### config.mk
export PLATFORM = sky130hd
export DESIGN_NAME = lpc_cycle_mon
export DESIGN_NICKNAME = d
export VERILOG_FILES = /design/src/rtl/lpc_mon_pkg.sv /design/src/rtl/lpc_start_track.sv /design/src/rtl/lpc_phase_fsm.sv /design/src/rtl/lpc_rec_build.sv /design/src/rtl/lpc_cycle_mon.sv
export SDC_FILE = /design/constraint.sdc
export NUM_CORES = 1
export LEC_CHECK = 0
export BUFFER_PORTS_ARGS = -buffer_cell sky130_fd_sc_hd__buf_2
export CAP_MARGIN = 0
export CORE_UTILIZATION = 51
export DETAILED_ROUTE_END_ITERATION = 8
export PLACE_DENSITY = 0.75
export RECOVER_POWER = 25
export SLEW_MARGIN = 20
export SYNTH_ARGS = -nofsm -noshare
export SYNTH_HDL_FRONTEND = slang
export SYNTH_SLANG_ARGS = --single-unit
export TNS_END_PERCENT = 100
### constraint.sdc
create_clock -name clk -period 1.95 [get_ports clk]
set_input_delay 0.195 -clock clk [delete_from_list [all_inputs] [get_ports clk]]
set_output_delay 0.195 -clock clk [all_outputs]
set_load 0.03 [all_outputs]
### src/rtl/lpc_mon_pkg.sv
package lpc_mon_pkg;

  localparam int unsigned NIB_W = 4;

  typedef enum logic [2:0] {
    PH_IDLE,
    PH_START,
    PH_ADDR,
    PH_TAR_A,
    PH_SYNC,
    PH_DATA,
    PH_TAR_B
  } phase_e;

  // Kind encoding follows cycle-type nibble bits [3:2]
  typedef enum logic [1:0] {
    CK_IO   = 2'b00,
    CK_MEM  = 2'b01,
    CK_DMA  = 2'b10,
    CK_RSVD = 2'b11
  } ckind_e;

  localparam logic [NIB_W-1:0] START_TARGET = 4'b0000;
  localparam logic [NIB_W-1:0] START_STOP   = 4'b1111;
  localparam logic [NIB_W-1:0] SYNC_READY   = 4'b0000;
  localparam logic [NIB_W-1:0] SYNC_SHORT   = 4'b0101;
  localparam logic [NIB_W-1:0] SYNC_LONG    = 4'b0110;
  localparam logic [NIB_W-1:0] TAR_IDLE     = 4'b1111;

  function automatic ckind_e kind_of(input logic [1:0] hi);
    return ckind_e'(hi);
  endfunction

  function automatic logic is_wait_sync(input logic [NIB_W-1:0] s);
    return (s == SYNC_SHORT) || (s == SYNC_LONG);
  endfunction

endpackage

### src/rtl/lpc_start_track.sv
module lpc_start_track
  import lpc_mon_pkg::*;
(
  input  logic             clk,
  input  logic             rst_n,
  input  logic             bus_rst_n,
  input  logic             bus_frame_n,
  input  logic [NIB_W-1:0] bus_nib,
  output logic [NIB_W-1:0] start_code,
  output logic             lad_chg
);

  logic [NIB_W-1:0] code_q, code_d;
  logic             low_q, low_d;
  logic             chg_q, chg_d;

  // Next state: the held code follows the nibble while the strobe is low
  always_comb begin
    code_d = code_q;
    low_d  = 1'b0;
    chg_d  = 1'b0;
    if (bus_rst_n) begin
      if (!bus_frame_n) begin
        code_d = bus_nib;
        low_d  = 1'b1;
        chg_d  = low_q && (bus_nib != code_q);
      end
    end
  end

  always_ff @(posedge clk or negedge rst_n) begin
    if (!rst_n) begin
      code_q <= '0;
      low_q  <= 1'b0;
      chg_q  <= 1'b0;
    end else begin
      code_q <= code_d;
      low_q  <= low_d;
      chg_q  <= chg_d;
    end
  end

  assign start_code = code_q;
  assign lad_chg    = chg_q;

  AST_CHG_NEEDS_HELD_FRAME: assert property (@(posedge clk) disable iff (!rst_n)
    lad_chg |-> ($past(!bus_frame_n) && $past(bus_rst_n)));

endmodule

### src/rtl/lpc_phase_fsm.sv
module lpc_phase_fsm
  import lpc_mon_pkg::*;
#(
  parameter int unsigned IO_ADDR_NIBS  = 4,
  parameter int unsigned MEM_ADDR_NIBS = 8,
  parameter int unsigned TAR_LEN       = 2,
  parameter int unsigned DATA_NIBS     = 2
) (
  input  logic             clk,
  input  logic             rst_n,
  input  logic             bus_rst_n,
  input  logic             bus_frame_n,
  input  logic [NIB_W-1:0] bus_nib,
  input  logic [NIB_W-1:0] start_code,
  output logic             ld_ctdr,
  output logic             sh_addr,
  output logic             sh_data,
  output logic             emit,
  output logic             emit_err,
  output logic [NIB_W-1:0] emit_sync,
  output logic             cyc_mem,
  output logic             cyc_wr,
  output logic             abort_p,
  output logic             ctype_p,
  output logic             tar_p,
  output logic             other_p,
  output logic [NIB_W-1:0] other_code
);

  localparam int unsigned MAX_A   = (MEM_ADDR_NIBS > IO_ADDR_NIBS) ? MEM_ADDR_NIBS : IO_ADDR_NIBS;
  localparam int unsigned MAX_B   = (TAR_LEN > DATA_NIBS) ? TAR_LEN : DATA_NIBS;
  localparam int unsigned CNT_MAX = (MAX_A > MAX_B) ? MAX_A : MAX_B;
  localparam int unsigned CNT_W   = (CNT_MAX > 1) ? $clog2(CNT_MAX) : 1;
  localparam logic [CNT_W-1:0] IO_LAST   = CNT_W'(IO_ADDR_NIBS - 1);
  localparam logic [CNT_W-1:0] MEM_LAST  = CNT_W'(MEM_ADDR_NIBS - 1);
  localparam logic [CNT_W-1:0] TAR_LAST  = CNT_W'(TAR_LEN - 1);
  localparam logic [CNT_W-1:0] DATA_LAST = CNT_W'(DATA_NIBS - 1);

  phase_e           st_q, st_d;
  logic [CNT_W-1:0] cnt_q, cnt_d;
  logic             mem_q, mem_d;
  logic             wr_q, wr_d;
  logic             abort_q, abort_d;
  logic             ctype_q, ctype_d;
  logic             tar_q, tar_d;
  logic             other_q, other_d;
  logic [NIB_W-1:0] ocode_q, ocode_d;
  logic             in_mid;
  logic [CNT_W-1:0] addr_last;

  assign in_mid    = (st_q != PH_IDLE) && (st_q != PH_START);
  assign addr_last = mem_q ? MEM_LAST : IO_LAST;

  // Next-state process
  always_comb begin
    st_d      = st_q;
    cnt_d     = cnt_q;
    mem_d     = mem_q;
    wr_d      = wr_q;
    ocode_d   = ocode_q;
    abort_d   = 1'b0;
    ctype_d   = 1'b0;
    tar_d     = 1'b0;
    other_d   = 1'b0;
    ld_ctdr   = 1'b0;
    sh_addr   = 1'b0;
    sh_data   = 1'b0;
    emit      = 1'b0;
    emit_err  = 1'b0;
    emit_sync = SYNC_READY;
    if (!bus_rst_n) begin
      st_d  = PH_IDLE;
      cnt_d = '0;
    end else if (!bus_frame_n) begin
      st_d    = PH_START;
      cnt_d   = '0;
      abort_d = in_mid;
    end else begin
      case (st_q)
        PH_START: begin
          st_d  = PH_IDLE;
          cnt_d = '0;
          if (start_code == START_TARGET) begin
            case (kind_of(bus_nib[3:2]))
              CK_IO: begin
                mem_d   = 1'b0;
                wr_d    = bus_nib[1];
                ld_ctdr = 1'b1;
                st_d    = PH_ADDR;
              end
              CK_MEM: begin
                mem_d   = 1'b1;
                wr_d    = bus_nib[1];
                ld_ctdr = 1'b1;
                st_d    = PH_ADDR;
              end
              CK_RSVD: ctype_d = 1'b1;
              default: ;
            endcase
          end else if (start_code == START_STOP) begin
            abort_d = 1'b1;
          end else begin
            other_d = 1'b1;
            ocode_d = start_code;
          end
        end
        PH_ADDR: begin
          sh_addr = 1'b1;
          if (cnt_q == addr_last) begin
            cnt_d = '0;
            st_d  = wr_q ? PH_DATA : PH_TAR_A;
          end else begin
            cnt_d = cnt_q + 1'b1;
          end
        end
        PH_DATA: begin
          sh_data = 1'b1;
          if (cnt_q == DATA_LAST) begin
            cnt_d = '0;
            st_d  = wr_q ? PH_TAR_A : PH_TAR_B;
          end else begin
            cnt_d = cnt_q + 1'b1;
          end
        end
        PH_TAR_A, PH_TAR_B: begin
          tar_d = (bus_nib != TAR_IDLE);
          if (cnt_q == TAR_LAST) begin
            cnt_d = '0;
            if (st_q == PH_TAR_A) begin
              st_d = PH_SYNC;
            end else begin
              st_d = PH_IDLE;
              emit = 1'b1;
            end
          end else begin
            cnt_d = cnt_q + 1'b1;
          end
        end
        PH_SYNC: begin
          if (is_wait_sync(bus_nib)) begin
            st_d = PH_SYNC;
          end else if (bus_nib == SYNC_READY) begin
            st_d = wr_q ? PH_TAR_B : PH_DATA;
          end else begin
            st_d      = PH_IDLE;
            emit      = 1'b1;
            emit_err  = 1'b1;
            emit_sync = bus_nib;
          end
        end
        default: st_d = PH_IDLE;
      endcase
    end
  end

  // Register process
  always_ff @(posedge clk or negedge rst_n) begin
    if (!rst_n) begin
      st_q    <= PH_IDLE;
      cnt_q   <= '0;
      mem_q   <= 1'b0;
      wr_q    <= 1'b0;
      abort_q <= 1'b0;
      ctype_q <= 1'b0;
      tar_q   <= 1'b0;
      other_q <= 1'b0;
      ocode_q <= '0;
    end else begin
      st_q    <= st_d;
      cnt_q   <= cnt_d;
      mem_q   <= mem_d;
      wr_q    <= wr_d;
      abort_q <= abort_d;
      ctype_q <= ctype_d;
      tar_q   <= tar_d;
      other_q <= other_d;
      ocode_q <= ocode_d;
    end
  end

  assign cyc_mem    = mem_q;
  assign cyc_wr     = wr_q;
  assign abort_p    = abort_q;
  assign ctype_p    = ctype_q;
  assign tar_p      = tar_q;
  assign other_p    = other_q;
  assign other_code = ocode_q;

  AST_BUSRST_TO_IDLE: assert property (@(posedge clk) disable iff (!rst_n)
    !bus_rst_n |=> (st_q == PH_IDLE));

  AST_MIDFRAME_ABORT: assert property (@(posedge clk) disable iff (!rst_n)
    (bus_rst_n && !bus_frame_n && in_mid) |=> (abort_p && st_q == PH_START));

  AST_TAR_WINDOW: assert property (@(posedge clk) disable iff (!rst_n)
    (st_q == PH_TAR_A || st_q == PH_TAR_B) |-> (cnt_q <= TAR_LAST));

  AST_EMIT_AT_END: assert property (@(posedge clk) disable iff (!rst_n)
    emit |-> (st_q == PH_TAR_B || st_q == PH_SYNC));

  AST_WAIT_HOLDS_SYNC: assert property (@(posedge clk) disable iff (!rst_n)
    (st_q == PH_SYNC && bus_rst_n && bus_frame_n && is_wait_sync(bus_nib)) |=> (st_q == PH_SYNC));

endmodule

### src/rtl/lpc_rec_build.sv
module lpc_rec_build
  import lpc_mon_pkg::*;
#(
  parameter int unsigned IO_ADDR_NIBS  = 4,
  parameter int unsigned MEM_ADDR_NIBS = 8,
  parameter int unsigned DATA_NIBS     = 2
) (
  input  logic                           clk,
  input  logic                           rst_n,
  input  logic [NIB_W-1:0]               bus_nib,
  input  logic                           ld_ctdr,
  input  logic                           sh_addr,
  input  logic                           sh_data,
  input  logic                           emit,
  input  logic                           emit_err,
  input  logic [NIB_W-1:0]               emit_sync,
  input  logic                           cyc_mem,
  input  logic                           cyc_wr,
  output logic                           rec_valid,
  output logic                           rec_mem,
  output logic                           rec_wr,
  output logic [MEM_ADDR_NIBS*NIB_W-1:0] rec_addr,
  output logic [DATA_NIBS*NIB_W-1:0]     rec_data,
  output logic [NIB_W-1:0]               rec_sync,
  output logic                           rec_err
);

  localparam int unsigned ADDR_W = MEM_ADDR_NIBS * NIB_W;
  localparam int unsigned DATA_W = DATA_NIBS * NIB_W;
  localparam int unsigned IO_W   = IO_ADDR_NIBS * NIB_W;

  logic [ADDR_W-1:0] addr_q, addr_d;
  logic [DATA_W-1:0] data_q, data_d;
  logic              vld_q;
  logic              mem_q, wr_q, err_q;
  logic [ADDR_W-1:0] raddr_q;
  logic [DATA_W-1:0] rdata_q;
  logic [NIB_W-1:0]  rsync_q;

  // Address enters at the bottom (most significant nibble first);
  // data enters at the top (least significant nibble first)
  always_comb begin
    addr_d = addr_q;
    data_d = data_q;
    if (ld_ctdr) begin
      addr_d = '0;
    end else if (sh_addr) begin
      addr_d = {addr_q[ADDR_W-NIB_W-1:0], bus_nib};
    end
    if (sh_data) begin
      data_d = {bus_nib, data_q[DATA_W-1:NIB_W]};
    end
  end

  always_ff @(posedge clk or negedge rst_n) begin
    if (!rst_n) begin
      addr_q <= '0;
      data_q <= '0;
      vld_q  <= 1'b0;
    end else begin
      addr_q <= addr_d;
      data_q <= data_d;
      vld_q  <= emit;
    end
  end

  // Record fields load only on the emit strobe
  always_ff @(posedge clk or negedge rst_n) begin
    if (!rst_n) begin
      mem_q   <= 1'b0;
      wr_q    <= 1'b0;
      err_q   <= 1'b0;
      raddr_q <= '0;
      rdata_q <= '0;
      rsync_q <= '0;
    end else if (emit) begin
      mem_q   <= cyc_mem;
      wr_q    <= cyc_wr;
      err_q   <= emit_err;
      raddr_q <= addr_q;
      rdata_q <= data_q;
      rsync_q <= emit_sync;
    end
  end

  assign rec_valid = vld_q;
  assign rec_mem   = mem_q;
  assign rec_wr    = wr_q;
  assign rec_addr  = raddr_q;
  assign rec_data  = rdata_q;
  assign rec_sync  = rsync_q;
  assign rec_err   = err_q;

  AST_VALID_PULSE: assert property (@(posedge clk) disable iff (!rst_n)
    rec_valid |=> !rec_valid);

  AST_IO_ADDR_NARROW: assert property (@(posedge clk) disable iff (!rst_n)
    (rec_valid && !rec_mem) |-> ((rec_addr >> IO_W) == '0));

  AST_ERR_MATCHES_SYNC: assert property (@(posedge clk) disable iff (!rst_n)
    rec_valid |-> (rec_err == (rec_sync != SYNC_READY)));

endmodule

### src/rtl/lpc_cycle_mon.sv
module lpc_cycle_mon
  import lpc_mon_pkg::*;
#(
  parameter int unsigned IO_ADDR_NIBS  = 4,
  parameter int unsigned MEM_ADDR_NIBS = 8,
  parameter int unsigned TAR_LEN       = 2,
  parameter int unsigned DATA_NIBS     = 2
) (
  input  logic                           clk,
  input  logic                           rst_n,
  input  logic                           bus_rst_n,
  input  logic                           bus_frame_n,
  input  logic [3:0]                     bus_nib,
  output logic                           rec_valid,
  output logic                           rec_mem,
  output logic                           rec_wr,
  output logic [MEM_ADDR_NIBS*4-1:0]     rec_addr,
  output logic [DATA_NIBS*4-1:0]         rec_data,
  output logic [3:0]                     rec_sync,
  output logic                           rec_err,
  output logic                           warn_lad_chg,
  output logic                           warn_ctype,
  output logic                           warn_tar,
  output logic                           abort_seen,
  output logic                           other_start,
  output logic [3:0]                     other_code
);

  logic [NIB_W-1:0] start_code;
  logic             ld_ctdr, sh_addr, sh_data;
  logic             emit, emit_err;
  logic [NIB_W-1:0] emit_sync;
  logic             cyc_mem, cyc_wr;

  lpc_start_track u_start (
    .clk         (clk),
    .rst_n       (rst_n),
    .bus_rst_n   (bus_rst_n),
    .bus_frame_n (bus_frame_n),
    .bus_nib     (bus_nib),
    .start_code  (start_code),
    .lad_chg     (warn_lad_chg)
  );

  lpc_phase_fsm #(
    .IO_ADDR_NIBS  (IO_ADDR_NIBS),
    .MEM_ADDR_NIBS (MEM_ADDR_NIBS),
    .TAR_LEN       (TAR_LEN),
    .DATA_NIBS     (DATA_NIBS)
  ) u_fsm (
    .clk         (clk),
    .rst_n       (rst_n),
    .bus_rst_n   (bus_rst_n),
    .bus_frame_n (bus_frame_n),
    .bus_nib     (bus_nib),
    .start_code  (start_code),
    .ld_ctdr     (ld_ctdr),
    .sh_addr     (sh_addr),
    .sh_data     (sh_data),
    .emit        (emit),
    .emit_err    (emit_err),
    .emit_sync   (emit_sync),
    .cyc_mem     (cyc_mem),
    .cyc_wr      (cyc_wr),
    .abort_p     (abort_seen),
    .ctype_p     (warn_ctype),
    .tar_p       (warn_tar),
    .other_p     (other_start),
    .other_code  (other_code)
  );

  lpc_rec_build #(
    .IO_ADDR_NIBS  (IO_ADDR_NIBS),
    .MEM_ADDR_NIBS (MEM_ADDR_NIBS),
    .DATA_NIBS     (DATA_NIBS)
  ) u_rec (
    .clk       (clk),
    .rst_n     (rst_n),
    .bus_nib   (bus_nib),
    .ld_ctdr   (ld_ctdr),
    .sh_addr   (sh_addr),
    .sh_data   (sh_data),
    .emit      (emit),
    .emit_err  (emit_err),
    .emit_sync (emit_sync),
    .cyc_mem   (cyc_mem),
    .cyc_wr    (cyc_wr),
    .rec_valid (rec_valid),
    .rec_mem   (rec_mem),
    .rec_wr    (rec_wr),
    .rec_addr  (rec_addr),
    .rec_data  (rec_data),
    .rec_sync  (rec_sync),
    .rec_err   (rec_err)
  );

  AST_NO_REC_AFTER_BUSRST: assert property (@(posedge clk) disable iff (!rst_n)
    !bus_rst_n |=> !rec_valid);

  AST_OTHER_NOT_TARGET: assert property (@(posedge clk) disable iff (!rst_n)
    other_start |-> (other_code != START_TARGET && other_code != START_STOP));

endmodule

==> impl_metrics.yaml <==
timing:
  worst-slew-pin-transition_ns: 0.8505
  drv_slew: 0
  fin_crit_ns: 2.108
  layout_setup_ws_ns: -0.1585
  fmax_mhz: 474.3
  rsz0062_at_grt: "yes"
  maxSlewHeadroom_pct: 43.30
  skew_ns: 0.01451
  fin_hold_ws_ns: 0.1478
  setup_violations: 77
  hold_viol_final: 0
  fin_crit_sh_pct: 108.1
layout:
  finalNonFillerCells: 600
  fillCellCount: 620
  n_antenna_cell: 0
  drive_gt1_share_pct: 45.73
  final_nets: 499
  area_growth_pct: 28.11
floorplan:
  ios: 65
  die_x_um: 97.14
  placementRows: 34
  initial_core_util_pct: 52.93
  die_area_mm2: 0.009435
  core_area_mm2: 0.008721
  die_h_um: 97.14
synthesis:
  yosys_warnings: 0
  syn_nets: 391
  synth-edff-count: 0
  ys_ff_latch: 110
  synthCells: 380
  synth_flop_cell: "dfrtp_1"
  avgSynthCellArea_um2: 12.15
  ys_types: 50
  synth_area_mm2: 0.004616
  seq_area_frac_synth_pct: 59.64
  synthArstFlopShare_pct: 100.0
  synthMuxAreaShare_pct: 15.04
  synth_top_family_by_area: "multiplexers"
  synth-xor-area-share_pct: 1.328
  synth_compound_area_share_pct: 9.135
  synth-simple-area-share_pct: 10.65
  synthAdderAreaFrac_pct: 0.8132
critical_path:
  crit_start: "u_start.start_code[0]"
  critPathCaptureType: "flip-flop"
  critPathKind: "flip-flop to flip-flop"
  worstPathArrival_ns: 2.36
  reg2reg_to: "u_fsm.cyc_wr"
  r2r-start: "u_start.start_code[0]"
  critPathBufInv: 1
  cp_top_family: "simple AND/OR/NAND/NOR gates"
  worst_setup_path_start_kind: "flip-flop"
  required_ns: 2.20
  cpMostUsedCell: "or4_4"
  cp_slowest_stage_delay_ns: 0.54
  worstPathCellList: "or4_4 -> or4_4 -> nor2_4 -> buf_12 -> mux2_4"
  worst-path-max-fanout: 7
  worstRegToRegCells: 5
  slowest_stage: "or4_4"
  r2r_setup_slack_ns: -0.16
clock_network:
  clock_sinks: 110
  clockRootBuffer: "clkbuf_8"
  cts.reportedPaths.clkPinSlew_ns: 0.11
  cts_tree: "yes"
  h-tree-depth: 3
  clockBufferDepth: 2
  numCtsBuffers: 9
  clk_latency_ns: 0.36
global_route:
  grt_pass1_wl_mm: 15.88
  grt-ovfl-total: 0
  track_usage_pct: 21.08
  grt_max_degree: 37
  grt_pass1_vias: 3221
  antenna_found_initial: 0
min_path:
  hold_class: "input pin to flip-flop"
  hp-start: "bus_rst_n"
  holdPathStages: 3
  worst_hold_path.endpoint: "u_fsm.st_q[0]"
flow_run:
  maxCapViolations: 0
power:
  cellPowerDensity_mw_per_mm2: 678.0
  max-vdd-ir-drop_v: 0.0003973
  leakagePower_nw: 3.021
routing:
  routed.top_layer: "met4"
  wl_met1_mm: 4.707
  drt_iter0_drc: 183
  post_drt_wl_per_cell_um: 17.55
  drt-total-wl_mm: 10.53
  route.met3.wl_um: 374
  drc: 0
  vias: 3324
  dr.pass1.iters: 4
  met2WireLength_mm: 5.272
  via_per_inst: 5.540
  ant_nets: 0
run_status:
  status: "complete, but fails checks"
  violations: "negative setup slack"
place:
  placedCellCount: 573
  place.gp.congestion: 0.9302
  hpwl_mm: 6.719
  dpl_worst_slack_ns: -0.07671
  port_buffers: 64
report_power, final:
group | internal [mW] | switching [mW] | total (mW)
clock | 0.505 | 0.755 | 1.26
sequential | 2.34 | 0.0469 | 2.39
combinational | 0.140 | 0.219 | 0.359
metal layers:
metal | up-vias | GRT usage, %
met3 | 20 | 4.101
met5 | - | 0
met4 | 0 | 4.133
met1 | 1684 | 29.28
li1 | 1533 | -
met2 | 87 | 34.89
how the worst max path moves through the flow:
| stage | end | slack (ns) | cells after the start |
|---|---|---|---|
| after floorplan | u_rec.rec_addr[10] | -0.09 | 8 |
| after global placement | u_rec.rec_data[5] | -0.04 | 7 |
| after detailed placement | u_rec.rec_addr[3] | -0.08 | 7 |
| after CTS | u_rec.rec_data[0] | -0.08 | 6 |
| after global routing | u_rec.rec_data[3] | -0.19 | 7 |
| final | u_fsm.cyc_wr | -0.16 | 5 |
per-stage QoR:
step / area (µm²) / TNS [ns] / power (mW) / utilization (%)
floorplan: 4627 / -2.394 / 2.609 / -
global placement: 5356 / -1.472 / 2.772 / 61.42
finish: 5913 / -5.894 / 4.009 / 67.80
CTS: 5584 / -2.196 / 4.026 / 64.03
global route: 5913 / -9.186 / 4.174 / 67.80
detailed placement: 5356 / -2.917 / 2.784 / 61.42
cells in the final DEF (no fill, tap or decap), types with 2 or more instances in the layout:
cell and n:
a22o_1 9, nand2b_1 3, or4_4 2, clkbuf_2 2
or2_2 4, a211oi_2 2, buf_4 38, inv_6 2
buf_6 2, clkbuf_16 3, nor2_1 4, buf_12 7
xnor2_1 6, a21oi_2 27, nor3_1 3, o21ai_0 7
a21oi_4 2, mux2_4 34, nand2_1 72, clkbuf_8 10
dfrtp_1 110, ha_1 2, buf_2 62, a21oi_1 7
mux2_1 8, mux2_2 14, o22ai_1 3, clkbuf_1 3
inv_1 8, nand4_1 2
area by class of cell:
| class | instances | area [µm²] | share of cell area (%) |
|---|---|---|---|
| Sequential cell | 110 | 2753 | 46.55 |
| Multi-Input combinational cell | 239 | 1933 | 32.69 |
| Timing Repair Buffer | 118 | 875.8 | 14.81 |
| Clock buffer | 11 | 141.4 | 2.391 |
| Tap cell | 108 | 135.1 | 2.285 |
| Inverter | 9 | 36.28 | 0.6136 |
| Clock inverter | 4 | 31.28 | 0.5290 |
| Timing Repair inverter | 1 | 7.507 | 0.1270 |
synth_stat cells, types with 2 or more instances:
master    instances  area share [%]
a21oi_1          36             3.9
a22o_1            9             1.7
buf_2             3            0.33
buf_4             3            0.49
buf_6             3            0.73
clkbuf_1         13             1.1
dfrtp_1         110              60
ha_1              3            0.81
inv_1             8            0.65
mux2_1           19             4.6
mux2_2           20             4.9
mux2_4           17             5.5
nand2_1          72             5.9
nand2b_1          3            0.41
nand4_1           2            0.27
nor2_1            5            0.41
nor2b_1           2            0.27
nor3_1            3            0.33
o21ai_0           7            0.76
o22ai_1           3            0.41
or2_2             4            0.54
or4_1             2            0.33
xnor2_1           6             1.1
worst register-to-register path: stages (launching register included):
cell and delay [ns]:
dfrtp_1 0.40, or4_4 0.54, or4_4 0.45, nor2_4 0.14
buf_12 0.16, mux2_4 0.30
flip-flops by register name, summed over array words and instances, names as in the netlist:
name,count
u_rec.addr_q,32
u_rec.rec_addr,32
u_rec.data_q,8
u_rec.rec_data,8
u_fsm.other_code,4
u_rec.rec_sync,4
u_start.start_code,4
u_fsm.cnt_q,3
u_fsm.st_q,3
u_fsm.abort_p,1
u_fsm.ctype_p,1
u_fsm.cyc_mem,1
u_fsm.cyc_wr,1
u_fsm.other_p,1
u_fsm.tar_p,1
u_rec.rec_err,1
u_rec.rec_mem,1
u_rec.rec_valid,1
u_rec.rec_wr,1
u_start.lad_chg,1
u_start.low_q,1
repair_timing:
item	4_1_cts	5_1_grt
endpoints found under the setup margin	64	82
pin swaps	1	3
hold buffers	1	0
gates resized for setup	8	51
endpoints found under the hold margin	22	0
cloned	1	4
setup buffers	1	5
kinds of logic after synthesis:
family / Yosys count
AOI/OAI and AO/OA: 67
and+or+nand+nor: 106
DFF: 110
adders and majority gates: 3
muxes: 56
xor gates and xnor gates: 7
buffers and inverters: 31
(Power assumes the default switching activity.)
